`config.mk`:
```
export PLATFORM = sky130hd
export DESIGN_NAME = vdp_port
export DESIGN_NICKNAME = d
export VERILOG_FILES = /design/src/rtl/vdp_pkg.sv /design/src/rtl/vdp_addr_reg.sv /design/src/rtl/vdp_palette.sv /design/src/rtl/vdp_bus_seq.sv /design/src/rtl/vdp_port.sv
export SDC_FILE = /design/constraint.sdc
export NUM_CORES = 1
export LEC_CHECK = 0
export BUFFER_PORTS_ARGS = -buffer_cell sky130_fd_sc_hd__buf_2
export CAP_MARGIN = 20
export CORE_ASPECT_RATIO = 2
export CORE_MARGIN = 2
export CORE_UTILIZATION = 61
export DETAILED_ROUTE_END_ITERATION = 8
export GPL_ROUTABILITY_DRIVEN = 0
export PLACE_DENSITY = 0.8
export SYNTH_ARGS = -nofsm -noshare
export SYNTH_HDL_FRONTEND = slang
export SYNTH_SLANG_ARGS = --single-unit
export TNS_END_PERCENT = 30
```
`constraint.sdc`:
```
create_clock -name clk -period 2.8 [get_ports clk]
set_input_delay 0.14 -clock clk [delete_from_list [all_inputs] [get_ports clk]]
set_output_delay 0.14 -clock clk [all_outputs]
set_load 0.01 [all_outputs]
```
`src/rtl/vdp_pkg.sv`:
```
package vdp_pkg;

    localparam int VADDR_W = 14;

    typedef enum logic [1:0] {
        SEQ_IDLE,
        SEQ_LATCH,
        SEQ_STROBE
    } seq_state_t;

    localparam logic [1:0] PORT_STATUS = 2'd0;
    localparam logic [1:0] PORT_ADDR   = 2'd1;
    localparam logic [1:0] PORT_DATA   = 2'd2;

    // true when the pointer lies in the palette page
    function automatic logic in_palette(input logic [VADDR_W-1:0] a);
        return a[VADDR_W-1:8] == 6'h3F;
    endfunction

endpackage

```
`src/rtl/vdp_addr_reg.sv`:
```
module vdp_addr_reg #(
    parameter int AW = 14
) (
    input  logic          clk,
    input  logic          rst_n,
    input  logic          clr_toggle,
    input  logic          ld,
    input  logic [7:0]    ld_data,
    input  logic          adv,
    input  logic          step32,
    output logic [AW-1:0] addr
);
    localparam logic [AW-1:0] STEP_LO = AW'(1);
    localparam logic [AW-1:0] STEP_HI = AW'(32);

    logic lo_next;

    always_ff @(posedge clk) begin
        if (!rst_n) begin
            addr    <= '0;
            lo_next <= 1'b0;
        end else begin
            if (clr_toggle) begin
                lo_next <= 1'b0;
            end else if (ld) begin
                lo_next <= ~lo_next;
                if (lo_next)
                    addr <= {addr[AW-1:8], ld_data};
                else
                    addr <= AW'({ld_data, addr[7:0]});
            end
            if (adv)
                addr <= addr + (step32 ? STEP_HI : STEP_LO);
        end
    end
endmodule

```
`src/rtl/vdp_palette.sv`:
```
module vdp_palette #(
    parameter int DEPTH = 32
) (
    input  logic                     clk,
    input  logic                     we,
    input  logic [$clog2(DEPTH)-1:0] idx,
    input  logic [7:0]               wdata,
    output logic [7:0]               rdata
);
    logic [7:0] mem [DEPTH];

    always_ff @(posedge clk) begin
        if (we)
            mem[idx] <= wdata;
    end

    assign rdata = mem[idx];
endmodule

```
`src/rtl/vdp_bus_seq.sv`:
```
module vdp_bus_seq
    import vdp_pkg::*;
#(
    parameter int STROBE_CYCLES = 2
) (
    input  logic clk,
    input  logic rst_n,
    input  logic start,
    input  logic start_wr,
    input  logic start_inhibit,
    output logic busy,
    output logic ale,
    output logic rd_n,
    output logic wr_n,
    output logic capture
);
    localparam int CW = $clog2(STROBE_CYCLES + 1);
    localparam logic [CW-1:0] LAST = CW'(STROBE_CYCLES - 1);

    seq_state_t state_q, state_d;
    logic [CW-1:0] cnt_q;
    logic op_wr_q, op_inh_q;

    always_comb begin
        state_d = state_q;
        unique case (state_q)
            SEQ_IDLE:   if (start) state_d = SEQ_LATCH;
            SEQ_LATCH:  state_d = SEQ_STROBE;
            SEQ_STROBE: if (cnt_q == LAST) state_d = SEQ_IDLE;
            default:    state_d = SEQ_IDLE;
        endcase
    end

    always_ff @(posedge clk) begin
        if (!rst_n) begin
            state_q  <= SEQ_IDLE;
            cnt_q    <= '0;
            op_wr_q  <= 1'b0;
            op_inh_q <= 1'b0;
        end else begin
            state_q <= state_d;
            if (state_q == SEQ_IDLE && start) begin
                op_wr_q  <= start_wr;
                op_inh_q <= start_inhibit;
            end
            cnt_q <= (state_q == SEQ_STROBE) ? cnt_q + 1'b1 : '0;
        end
    end

    always_comb begin
        busy    = 1'b1;
        ale     = 1'b0;
        rd_n    = 1'b1;
        wr_n    = 1'b1;
        capture = 1'b0;
        unique case (state_q)
            SEQ_IDLE:   busy = 1'b0;
            SEQ_LATCH:  ale  = 1'b1;
            SEQ_STROBE: begin
                rd_n    = op_wr_q;
                wr_n    = ~op_wr_q | op_inh_q;
                capture = ~op_wr_q & (cnt_q == LAST);
            end
            default: busy = 1'b0;
        endcase
    end
endmodule

```
`src/rtl/vdp_port.sv`:
```
module vdp_port
    import vdp_pkg::*;
#(
    parameter int STROBE_CYCLES = 2,
    parameter int PAL_DEPTH     = 32
) (
    input  logic               clk,
    input  logic               rst_n,
    input  logic               cpu_req,
    input  logic               cpu_we,
    input  logic [1:0]         cpu_reg,
    input  logic [7:0]         cpu_wdata,
    input  logic               step32,
    output logic [7:0]         cpu_rdata,
    output logic               cpu_rvalid,
    output logic               busy,
    output logic [VADDR_W-1:0] vm_addr,
    output logic               vm_ale,
    output logic               vm_rd_n,
    output logic               vm_wr_n,
    output logic [7:0]         vm_wdata,
    input  logic [7:0]         vm_rdata
);
    localparam int PIW = $clog2(PAL_DEPTH);
    localparam logic [VADDR_W-1:0] PAL_BUS_MASK = 14'h2FFF;

    logic [VADDR_W-1:0] ptr;
    logic [7:0] pal_rd, rbuf;
    logic data_go, addr_wr, stat_rd, pal_hit, capture;

    assign data_go = cpu_req && cpu_reg == PORT_DATA && !busy;
    assign addr_wr = cpu_req && cpu_reg == PORT_ADDR && cpu_we;
    assign stat_rd = cpu_req && cpu_reg == PORT_STATUS && !cpu_we;
    assign pal_hit = in_palette(ptr);

    vdp_addr_reg #(.AW(VADDR_W)) u_addr (
        .clk        (clk),
        .rst_n      (rst_n),
        .clr_toggle (stat_rd),
        .ld         (addr_wr),
        .ld_data    (cpu_wdata),
        .adv        (data_go),
        .step32     (step32),
        .addr       (ptr)
    );

    vdp_palette #(.DEPTH(PAL_DEPTH)) u_pal (
        .clk   (clk),
        .we    (data_go && cpu_we && pal_hit),
        .idx   (ptr[PIW-1:0]),
        .wdata (cpu_wdata),
        .rdata (pal_rd)
    );

    vdp_bus_seq #(.STROBE_CYCLES(STROBE_CYCLES)) u_seq (
        .clk           (clk),
        .rst_n         (rst_n),
        .start         (data_go),
        .start_wr      (cpu_we),
        .start_inhibit (pal_hit),
        .busy          (busy),
        .ale           (vm_ale),
        .rd_n          (vm_rd_n),
        .wr_n          (vm_wr_n),
        .capture       (capture)
    );

    always_ff @(posedge clk) begin
        if (!rst_n) begin
            vm_addr    <= '0;
            vm_wdata   <= '0;
            rbuf       <= '0;
            cpu_rdata  <= '0;
            cpu_rvalid <= 1'b0;
        end else begin
            cpu_rvalid <= 1'b0;
            if (data_go) begin
                vm_addr  <= pal_hit ? (ptr & PAL_BUS_MASK) : ptr;
                vm_wdata <= cpu_wdata;
                if (!cpu_we) begin
                    cpu_rdata  <= pal_hit ? pal_rd : rbuf;
                    cpu_rvalid <= 1'b1;
                end
            end else if (stat_rd) begin
                cpu_rdata  <= 8'h00;
                cpu_rvalid <= 1'b1;
            end
            if (capture)
                rbuf <= vm_rdata;
        end
    end
endmodule

```
; After elaboration in Yosys (flattened, before gate mapping)
; Memories as Yosys holds them, arrays and structs flattened. A register that Yosys moved wholly into a read port is not among the register bits.
; Cells that the tools add are included.
[word_totals]
ff_bits = 60
latch_bits = 0
ramBits = 256
mem_bits_ro = 0
out_inout_bits = 35
word_cells = 79
memories = 1
[memory_table]
columns = name, depth, word_bits, rd, rd_ports_with_merged_regs, write_ports, line_no
row1 = u_pal.mem, 32, 8, 1, 1, 1, vdp_palette.sv:10  ; logic [7:0] mem [DEPTH];
[op_classes]
n_addsub = 2
mul = 0
n_div = 0
n_lt_le_gt_ge = 0
n_eq_ne = 11
shift = 0
n_mux = 25
bitwise = 5
reduce_logical = 23
[op_table]
columns = cell, n
row1 = $mux 14, 4
row2 = $mux 8, 4
row3 = $add 14x6->14, 1
row4 = $mux 13, 1
row5 = $mux 1, 10
row6 = $mux 5, 2
row7 = $ne 2x2->1 const B, 5
row8 = $logic_and 1x1->1, 9
row9 = $eq 2x1->1 const B, 3
row10 = $eq 6x6->1 const B, 1
row11 = $mux 6, 1
row12 = $pmux 2 s3, 1
row13 = $reduce_and 2->1, 3
row14 = $reduce_and 3->1, 2
row15 = $reduce_bool 2->1, 3
row16 = $eq 2x2->1 const B, 2
row17 = $logic_not 2->1, 2
row18 = $mux 2, 2
row19 = $reduce_or 2->1, 2
row20 = $not 1->1, 3
row21 = $add 2x1->2 const B, 1
row22 = $logic_not 1->1, 2
row23 = $and 1x1->1, 1
row24 = $or 1x1->1, 1

; Depth between registers and ports, before layout
; Gate-level depths: netlist of run 1.
[depth]
depth_word = 9
depth_mapped = 9
depth_no_buf = 8

; By module
; A second synthesis of run 1 with hierarchy kept.
[unflattened]
hier_cells = 903
hier_area_um2 = 13070.0
[modules_own_cells]
columns = mod, n_inst, cells_per_inst, area_per_inst_um2, seq_area_each_um2
row1 = vdp_palette, 1, 568, 10045.9, 7687.4
row2 = vdp_port, 1, 180, 1639.1, 780.7
row3 = vdp_addr_reg, 1, 117, 1046.0, 300.3
row4 = vdp_bus_seq, 1, 38, 339.1, 120.1

; Least setup slack after synthesis of run 1
; OpenSTA, ideal clock, no wires.
[synth_path]
kind = register -> register
start = reg u_seq.state_q[0]
end = mem u_pal.mem[0][0] (enable)
setup_time_ns = 0.370
arrival_time_ns = 2.090
required_time_ns = 2.430
slack_ns = 0.340
path_stages_with_launch = 10
synth_period_minus_slack_ns = 2.460
path_cell_list = dfxtp_1 inv_1 ha_1 nor4bb_1 buf_2 nand2_1 nor3_1 nand2b_1 clkbuf_1 nor2_1
[synth_via]
elab_chain_cells = 9
word_cells_on_any_way = 10
[synth_lines]
columns = item, line_no
row1 = from (decl), vdp_bus_seq.sv:20  ; seq_state_t state_q, state_d;
row2 = from (signal assigned), vdp_bus_seq.sv:41  ; state_q <= state_d;
row3 = $eq 2x1->1 / $eq 2x2->1 (equally long branches), vdp_bus_seq.sv:56  ; unique case (state_q)
row4 = $reduce_or 2->1 (no source line) (*), n/a
row5 = $mux 1 (*), vdp_bus_seq.sv:56
row6 = named net busy, vdp_port.sv:16  ; output logic busy,
row7 = $logic_not 1->1 (*), vdp_port.sv:31  ; assign data_go = cpu_req && cpu_reg == PORT_DATA && !busy;
row8 = $logic_and 1x1->1 (*), vdp_port.sv:31
row9 = $logic_and 1x1->1 (*) (2 in a row), vdp_port.sv:49  ; .we (data_go && cpu_we && pal_hit),
row10 = $mux 1 (*), vdp_palette.sv:13  ; if (we)
row11 = $mux 1 (not written as such) (*), vdp_palette.sv:14  ; mem[idx] <= wdata;
row12 = to (decl), vdp_palette.sv:10
; Mark *: on every way through the listed nets, which the timed path passes. The rest lies on a longest branch.

; Worst setup path in the final report of run 1
[layout_path]
start = reg u_seq.state_q[0]
end = mem u_pal.mem[23][7] (enable)
[layout_via]
elab_chain_cells = 9
word_cells_on_any_way = 10
[layout_lines]
columns = item, line_no
row1 = $eq 2x1->1 / $eq 2x2->1 (equally long branches), vdp_bus_seq.sv:56
row2 = $reduce_or 2->1 (no source line) (*), n/a
row3 = $mux 1 (*), vdp_bus_seq.sv:56
row4 = $logic_not 1->1 (*), vdp_port.sv:31
row5 = $logic_and 1x1->1 (*), vdp_port.sv:31
row6 = $logic_and 1x1->1 (*) (2 in a row), vdp_port.sv:49
row7 = $mux 1 (*), vdp_palette.sv:13
row8 = $mux 1 (not written as such) (*), vdp_palette.sv:14
; Every way passes the cells marked *; elsewhere a longest branch is shown, timed or not.

==> results.md, run 1 <==
* Status: finished clean
* Synth Area per Inst at 16.2 sq um
* HP Start: cpu_reg[0]
* Clk slew on worst S/H paths at 0.06 ns
* Global-route wire length before repair at 45.4 mm
* CP Data Required Time at 3.04 ns
* DR vias at 7651
* Drt first pass iters at 5
* CTS max path bufs at 3
* Launch point of the critical path: u_seq.state_q[0]
* Dpl hpwl at 19.4 mm
* Clock Skew at ~0.010 ns
* H-tree Lvls at 1
* Gate Count Post-Synth at 789
* Worst skew pair latency at about 0.53 ns
* DP Area at 13700 sq um
* Library cells used by synthesis at 59
* Post-route ant nets at 0
* WP depth at 8
* Drt initial violations at 806
* Worst hold path depth at 3
* CTS sink cnt at around 320
* Cell Area, Synth at 12800 sq um
* Final net count at 924
* Max cap viols at 0
* Worst slew margin at a little over two fifths
* RSZ-0062 raised after global routing: false
* End of the worst register-to-register path: u_pal.mem[23][7]
* Largest stage delay on the critical path at 0.39 ns
* CTS tree: done
* Endpoints failing setup at 0
* Dpl cells at ~1100
* Width of the die at 106 um
* Drt drc at 0
* Crit Reg-Reg Startpoint: u_seq.state_q[0]
* Largest net degree at the start of global routing at 45
* CP bufs+invs at 2
* DIE HEIGHT at around 210 um
* Synth top area share at 60.1%
* Aggregate global routing overflow at 0
* Worst-path cell chain: inv_1 > ha_1 > nor4bb_4 > nand2_1 > nor2_1 > nand3_1 > nor2_1 > buf_4
* Final std cells w/o fill at 1182
* Leak Pwr at between 4 and 5 nW
* R2R Setup Slk at 0.19 ns
* Commonest cells in the netlist: edfxtp_1 (256), nand2_1 (70), dfxtp_1 (65), mux4_2 (64), nor2_1 (62)
* EDFF count, synth at 256
* Initial antenna violation count at 0
* Critical Path End Type: flip-flop
* Slowest-stage cell, CP: nor2_1
* F_max at about 380 MHz
* CP Launch Type: flip-flop
* Clock root cell: clkbuf_16
* Ports at 58
* Fin area at 14600 sq um
* Tcrit/Tclk final at about 93%
* Sequential element share of the synthesized area at 70.3%
* Crit Path Category: reg -> reg
* Gr usage total at 27.5%
* Slew @ Worst Pin at 0.861 ns
* Fin Setup TNS at 0 ns
* Worst R2R Path Depth at 8
* Post-route minimum period at between 2 and 3 ns
* Async SR Flop Fraction at 0%
* Most frequent CP cell: nor2_1
* Total CTS buffers at 26
* Worst IR Drop VDD at 0.611 mV
* Via/cell ratio at 6.47
* Total Routed Length at approximately 30 mm
* Area grow syn2layout at 14.2%
* Syn Nets at 819
* Floorplan Core Area at 20700 sq um
* Filler cell count at approximately 1300
* Final hold viol count at 0
* Seq cells post-synth at ~320
* Hold endpoint: u_addr.lo_next
* Port Buf Inserts at 57
* Crit path arrival time at 2.85 ns
* Row count at 75
* CP delay by family, top: simple AND/OR/NAND/NOR gates
* ANT cells at 0
* Largest cells by area after synthesis: edfxtp_1 (60%), mux4_2 (11%), dfxtp_1 (10%)
* Vias in the first global route at 7696
* Worst-path fanout max at 6
* Per-cell routed wire length at 25.2 um
* Slew Viols, Final at 0
* Cell taking the most area after synthesis: edfxtp_1
* Die ar. at 22200 sq um
* Share of cells above drive strength 1 at 26.5%
* Initial Util at 61.7%
* Worst hold-check path type: in -> reg
* Power Dens Cells at 622 nW/um^2
* Top-count cell post-synth: edfxtp_1
* Top FF cell, synth: edfxtp_1
* Hold_ws at 0.0285 ns
* YS warnings at 0
* Power, Total at slightly above 9 mW
power by group:
group | switching, mW | total (mW) | internal, mW
Clock | 1.60 | 3.55 | 1.95
Combinational | 0.228 | 0.356 | 0.128
Sequential | 0.0270 | 5.18 | 5.15
layer usage:
metal | GRT usage, % | wire length [um]
met3 | 4.40 | 2440
met4 | 9.35 | 1040
met5 | 0 | 0
met1 | 36.3 | 10900
met2 | 46.7 | 15400
cells in the final DEF (no fill, tap or decap), drive strengths merged, types with 3 or more instances in the layout:
cell type	count
nor2	63
clkbuf	31
ha	7
a21oi	42
dfxtp	65
edfxtp	256
a21o	9
mux2i	13
nand3b	8
and3	3
a31oi	5
nor3	9
a22oi	23
nand2b	5
a222oi	6
dlygate4sd3	11
nand3	10
mux2	8
a311oi	12
o21ai	7
mux4	64
buf	116
inv	11
a221oi	3
nand2	70
o221a	3
clkinv	12
nor2b	3
or2	3
flip-flops by register name (all words and copies together), names as in the netlist, named ones only:
signal,count
vm_addr,14
u_addr.addr,14
u_seq.op_wr_q,1
cpu_rvalid,1
u_seq.cnt_q,2
u_pal.mem,256
u_seq.state_q,2
cpu_rdata,8
vm_wdata,8
u_addr.lo_next,1
u_seq.op_inh_q,1
rbuf,8
kinds of logic after synthesis:
logic type      count (synthesis)  synth area share, %
mux                            85                 13.0
fa+ha+maj                       7                0.685
simple gates                  188                 6.90
xor+xnor                        1               0.0685
compound gates                126                 7.00
flops                         321                 70.3
buf+inv                        61                 2.08
stage by stage:
step	setup WS [ns]	utilization (%)
2_1_floorplan	0.340	-
3_3_place_gp	0.279	65.9
3_5_place_dp	0.199	65.9
4_1_cts	0.184	70.4
5_1_grt	0.0519	70.4
6_report	0.193	70.4
final cells by class:
cell class,count,area [sq um],share of cell area (%)
Timing Repair Buffer,127,851,5.83
Inverter,11,41.3,0.283
Multi-Input combinational cell,407,3560,24.4
Sequential cell,321,8990,61.6
Clock inverter,16,134,0.917
Clock buffer,31,691,4.73
Tap cell,269,337,2.31
timing repair:
item | 4_1_cts | 5_1_grt
endpoints found under the hold margin | 29 | 0
gates resized for setup | 0 | 0
buffers inserted | 0 | 0
hold buffers | 11 | 0
worst max-delay path by stage:
stage	to	slack [ns]
6_report	u_pal.mem[23][7]	0.19
5_1_grt	u_pal.mem[5][5]	0.05
4_1_cts	u_pal.mem[23][7]	0.18
3_5_place_dp	u_pal.mem[7][5]	0.20
3_3_place_gp	u_pal.mem[7][7]	0.28
2_1_floorplan	u_pal.mem[0][0]	0.34
worst register-to-register path: cells and delay by family (launching register included):
kind          cells  cell delay (ns)
simple gates      5             1.34
fa+ha+maj         1             0.37
flops             1             0.33
buf+inv           2             0.29
No activity file was read; power rests on OpenSTA's default activity.
==> run 2, diff against run 1 <==
--- a/config.mk
+++ b/config.mk
@@ -7,7 +7,7 @@
 export LEC_CHECK = 0
 export BUFFER_PORTS_ARGS = -buffer_cell sky130_fd_sc_hd__buf_2
 export CAP_MARGIN = 20
-export CORE_ASPECT_RATIO = 2
+export CORE_ASPECT_RATIO = 1.75
 export CORE_MARGIN = 2
 export CORE_UTILIZATION = 61
 export DETAILED_ROUTE_END_ITERATION = 8
==> run 2 against run 1 <==
  * Register-to-register slack better by 0.08 ns
  * First-iteration DRC count stayed put
  * Cell area is 0.29% lower
  * Via count rose by 1.3%
  * Worst hold slack worse by 0.010 ns
  * Total power up 1.1%
  * Cell count down 2.1%
  * Combinational power is essentially flat
  * Clock power rose by 3%
  * Critical path depth unchanged
  * Global-route usage rose by 2.3 points
  * Sequential power is essentially flat
==> results.md, run 2 (synthesized netlist as in run 1, its figures left out) <==
* CTS tree: done
* Drt initial violations at 806 (unchanged)
* Post-cts sizing count at 0 (unchanged)
* CP delay by family, top: simple AND/OR/NAND/NOR gates
* Initial antenna violation count at 0 (unchanged)
* Aggregate global routing overflow at 0 (unchanged)
* Post-route ant nets at 0 (unchanged)
* Worst-path cell chain: inv_1 > ha_1 > nor4bb_4 > nand2_1 > nor3_1 > nand2b_1 > nor2_1 > buf_4
* Tcrit/Tclk final at 90.3% (-2.8 points)
* DR vias at 7754 (+1.3%)
* Most common cell after layout, fill and taps aside: edfxtp_1
* Sw frac at 20.7% (+0.22 points)
* Power Dens Cells at 631 nW/um^2 (+1.4%)
* Crit Path Category: reg -> reg
* Area grow syn2layout at 13.8%
* CP bufs+invs at 2 (unchanged)
* CP Launch Type: flip-flop
* Max cap viols at 0 (unchanged)
* Crit path arrival time at 2.77 ns (-0.08 ns)
* Ports at 58 (unchanged)
* Largest net degree at the start of global routing at 45 (unchanged)
* Leak Pwr at 4.75 nW (-0.52%)
* Vias in the first global route at 7835 (+1.8%)
* CTS sink cnt at 321 (unchanged)
* Critical Path End Type: flip-flop
* Slew @ Worst Pin at 0.871 ns (+0.0102 ns)
* Final net count at 915 (-0.97%)
* Dpl hpwl at 20.9 mm (+7.9%)
* Worst skew pair latency at 0.54 ns (about the same)
* Most frequent cells in the layout: edfxtp_1 (256), nand2_1 (70), mux4_2 (64), dfxtp_1 (64), nor2_1 (62)
* F_max at 396 MHz (+3.1%)
* Slew Viols, Final at 0 (unchanged)
* Max reg flops at 256 (unchanged)
* RSZ-0062 raised after global routing: false
* Total CTS buffers at 26 (unchanged)
* Filler cell count at 1216 (-5.8%)
* Hold_ws at 0.0182 ns (-0.0103 ns)
* Port Buf Inserts at 57 (unchanged)
* Endpoints failing setup at 0 (unchanged)
* Post-CTS setup repair buffer count at 0 (unchanged)
* Via/cell ratio at 6.70 (+3.5%)
* Total Routed Length at 32.1 mm (+7.7%)
* Clock power frac at 39.7% (+0.6 points)
* Worst slew margin at 41.9% (-0.60 points)
* Initial Util at 61.6% (about the same)
* ANT cells at 0 (unchanged)
* H-tree Lvls at 1 (unchanged)
* CP Data Required Time at 3.04 ns (about the same)
* Width of the die at 113 um (+6.6%)
* Die ar. at 22200 sq um (-0.11%)
* Int Pwr at 7.29 mW (+0.82%)
* Combinational power share at 3.9% (about the same)
* Clock Skew at 0.0135 ns (+0.00323 ns)
* Worst-path fanout max at 8 (+2)
* Fin Setup TNS at 0 ns (unchanged)
* Sequential power share at 56.4% (-0.6 points)
* CTS max path bufs at 3 (unchanged)
* Per-cell routed wire length at 27.7 um (+10%)
* Clock root cell: clkbuf_16
* Status: finished clean
* Post-route minimum period at 2.53 ns (-0.0786 ns)
* Global-route wire length before repair at 48.0 mm (+5.7%)
* Drt first pass iters at 5 (unchanged)
* Top flop regs: u_pal.mem: 256 flops, u_addr.addr: 14 flops, vm_addr: 14 flops
* Sw Pwr at 1.90 mW (+2.2%)
* Row count at 70 (-6.7%)
* Worst hold-check path type: in -> reg
* Largest stage delay on the critical path at 0.38 ns (about the same)
* Final hold viol count at 0 (unchanged)
* Share of cells above drive strength 1 at 25.9% (-0.65 points)
* Drt drc at 0 (unchanged)
* Gr usage total at 29.7% (+2.3 points)
* Top reg by flops: u_pal.mem
* Clk slew on worst S/H paths at 0.08 ns (+0.02 ns)
* Worst IR Drop VDD at 0.684 mV (+12%)
* DIE HEIGHT at 196 um (-6.3%)
* Slowest-stage cell, CP: ha_1
* Floorplan Core Area at 20800 sq um (about the same)
-- run 2: cell types whose count changed in the layout (fill, tap and decap cells not counted) --
cell           before  now
clkinvlp_4          1    2
clkinv_4            2    1
buf_4              58   47
dlygate4sd3_1      11   12
inv_6               0    1
clkinv_2            5    3
inv_4               0    1
bufinv_16           2    1
clkbuf_1            4    6
clkinvlp_2          1    0
clkinv_1            5    2
clkbuf_8            0    3
clkbuf_16          27   28
buf_12              1    2
-- run 2: timing repair --
action / 4_1_cts / 5_1_grt
hold buffers: 12 / 0
endpoints found under the setup margin: 0 / 0
endpoints found under the hold margin: 21 / 0
-- run 2: power by group through the flow --
| stage | logic, mW | registers (mW) | clock network, mW |
|---|---|---|---|
| floorplan | 0.183 | 5.27 | 0 |
| global placement | 0.330 | 5.28 | 0 |
| detailed placement | 0.340 | 5.29 | 0 |
| CTS | 0.357 | 5.18 | 3.64 |
| global route | 0.382 | 5.18 | 3.85 |
| finish | 0.359 | 5.18 | 3.65 |
-- run 2: per-layer routing --
metal	track usage, %	wire length, um
met3	3.17	2060
met4	12.6	1570
met2	56.0	18000
met5	0	0
met1	33.8	10400
-- run 2: worst paths after layout --
kind,slack (ns),start,endpoint,cells past startpoint
hold reg to reg,0.43,u_seq.cnt_q[0],u_seq.cnt_q[0],1
hold / removal,0.02,cpu_wdata[1],u_pal.mem[20][1],1
setup reg to reg,0.27,u_seq.state_q[0],u_pal.mem[8][1],8
setup / recovery,0.27,u_seq.state_q[0],u_pal.mem[8][1],8
-- run 2: final cells by class --
type                    count  area, sq um  area share [%]
inverters                  11         41.3           0.284
well taps                 252          315            2.17
multi-input cells         407         3560            24.4
flip-flops and latches    321         8990            61.8
repair buffers            118          798            5.48
clock buffers              37          764            5.25
clock inverters            11         91.3           0.627
-- run 2: worst register-to-register path: cells and delay by family (launching register included) --
family / cells / cell delay (ns)
buffers and inverters: 2 / 0.27
flip-flops: 1 / 0.34
adder cells (fa/ha/maj): 1 / 0.38
AND/OR/NAND/NOR: 5 / 1.23
-- run 2: stage by stage --
stage / setup WS (ns) / power [mW] / util (%) / cell area (sq um) / cells
after floorplan: 0.340 / 5.46 / - / 12800 / 789
after global placement: 0.354 / 5.61 / 65.4 / 13600 / 1097
after detailed placement: 0.301 / 5.63 / 65.4 / 13600 / 1097
after CTS: 0.249 / 9.18 / 70.1 / 14600 / 1157
after global routing: 0.0668 / 9.41 / 70.1 / 14600 / 1157
final: 0.272 / 9.19 / 70.1 / 14600 / 1157
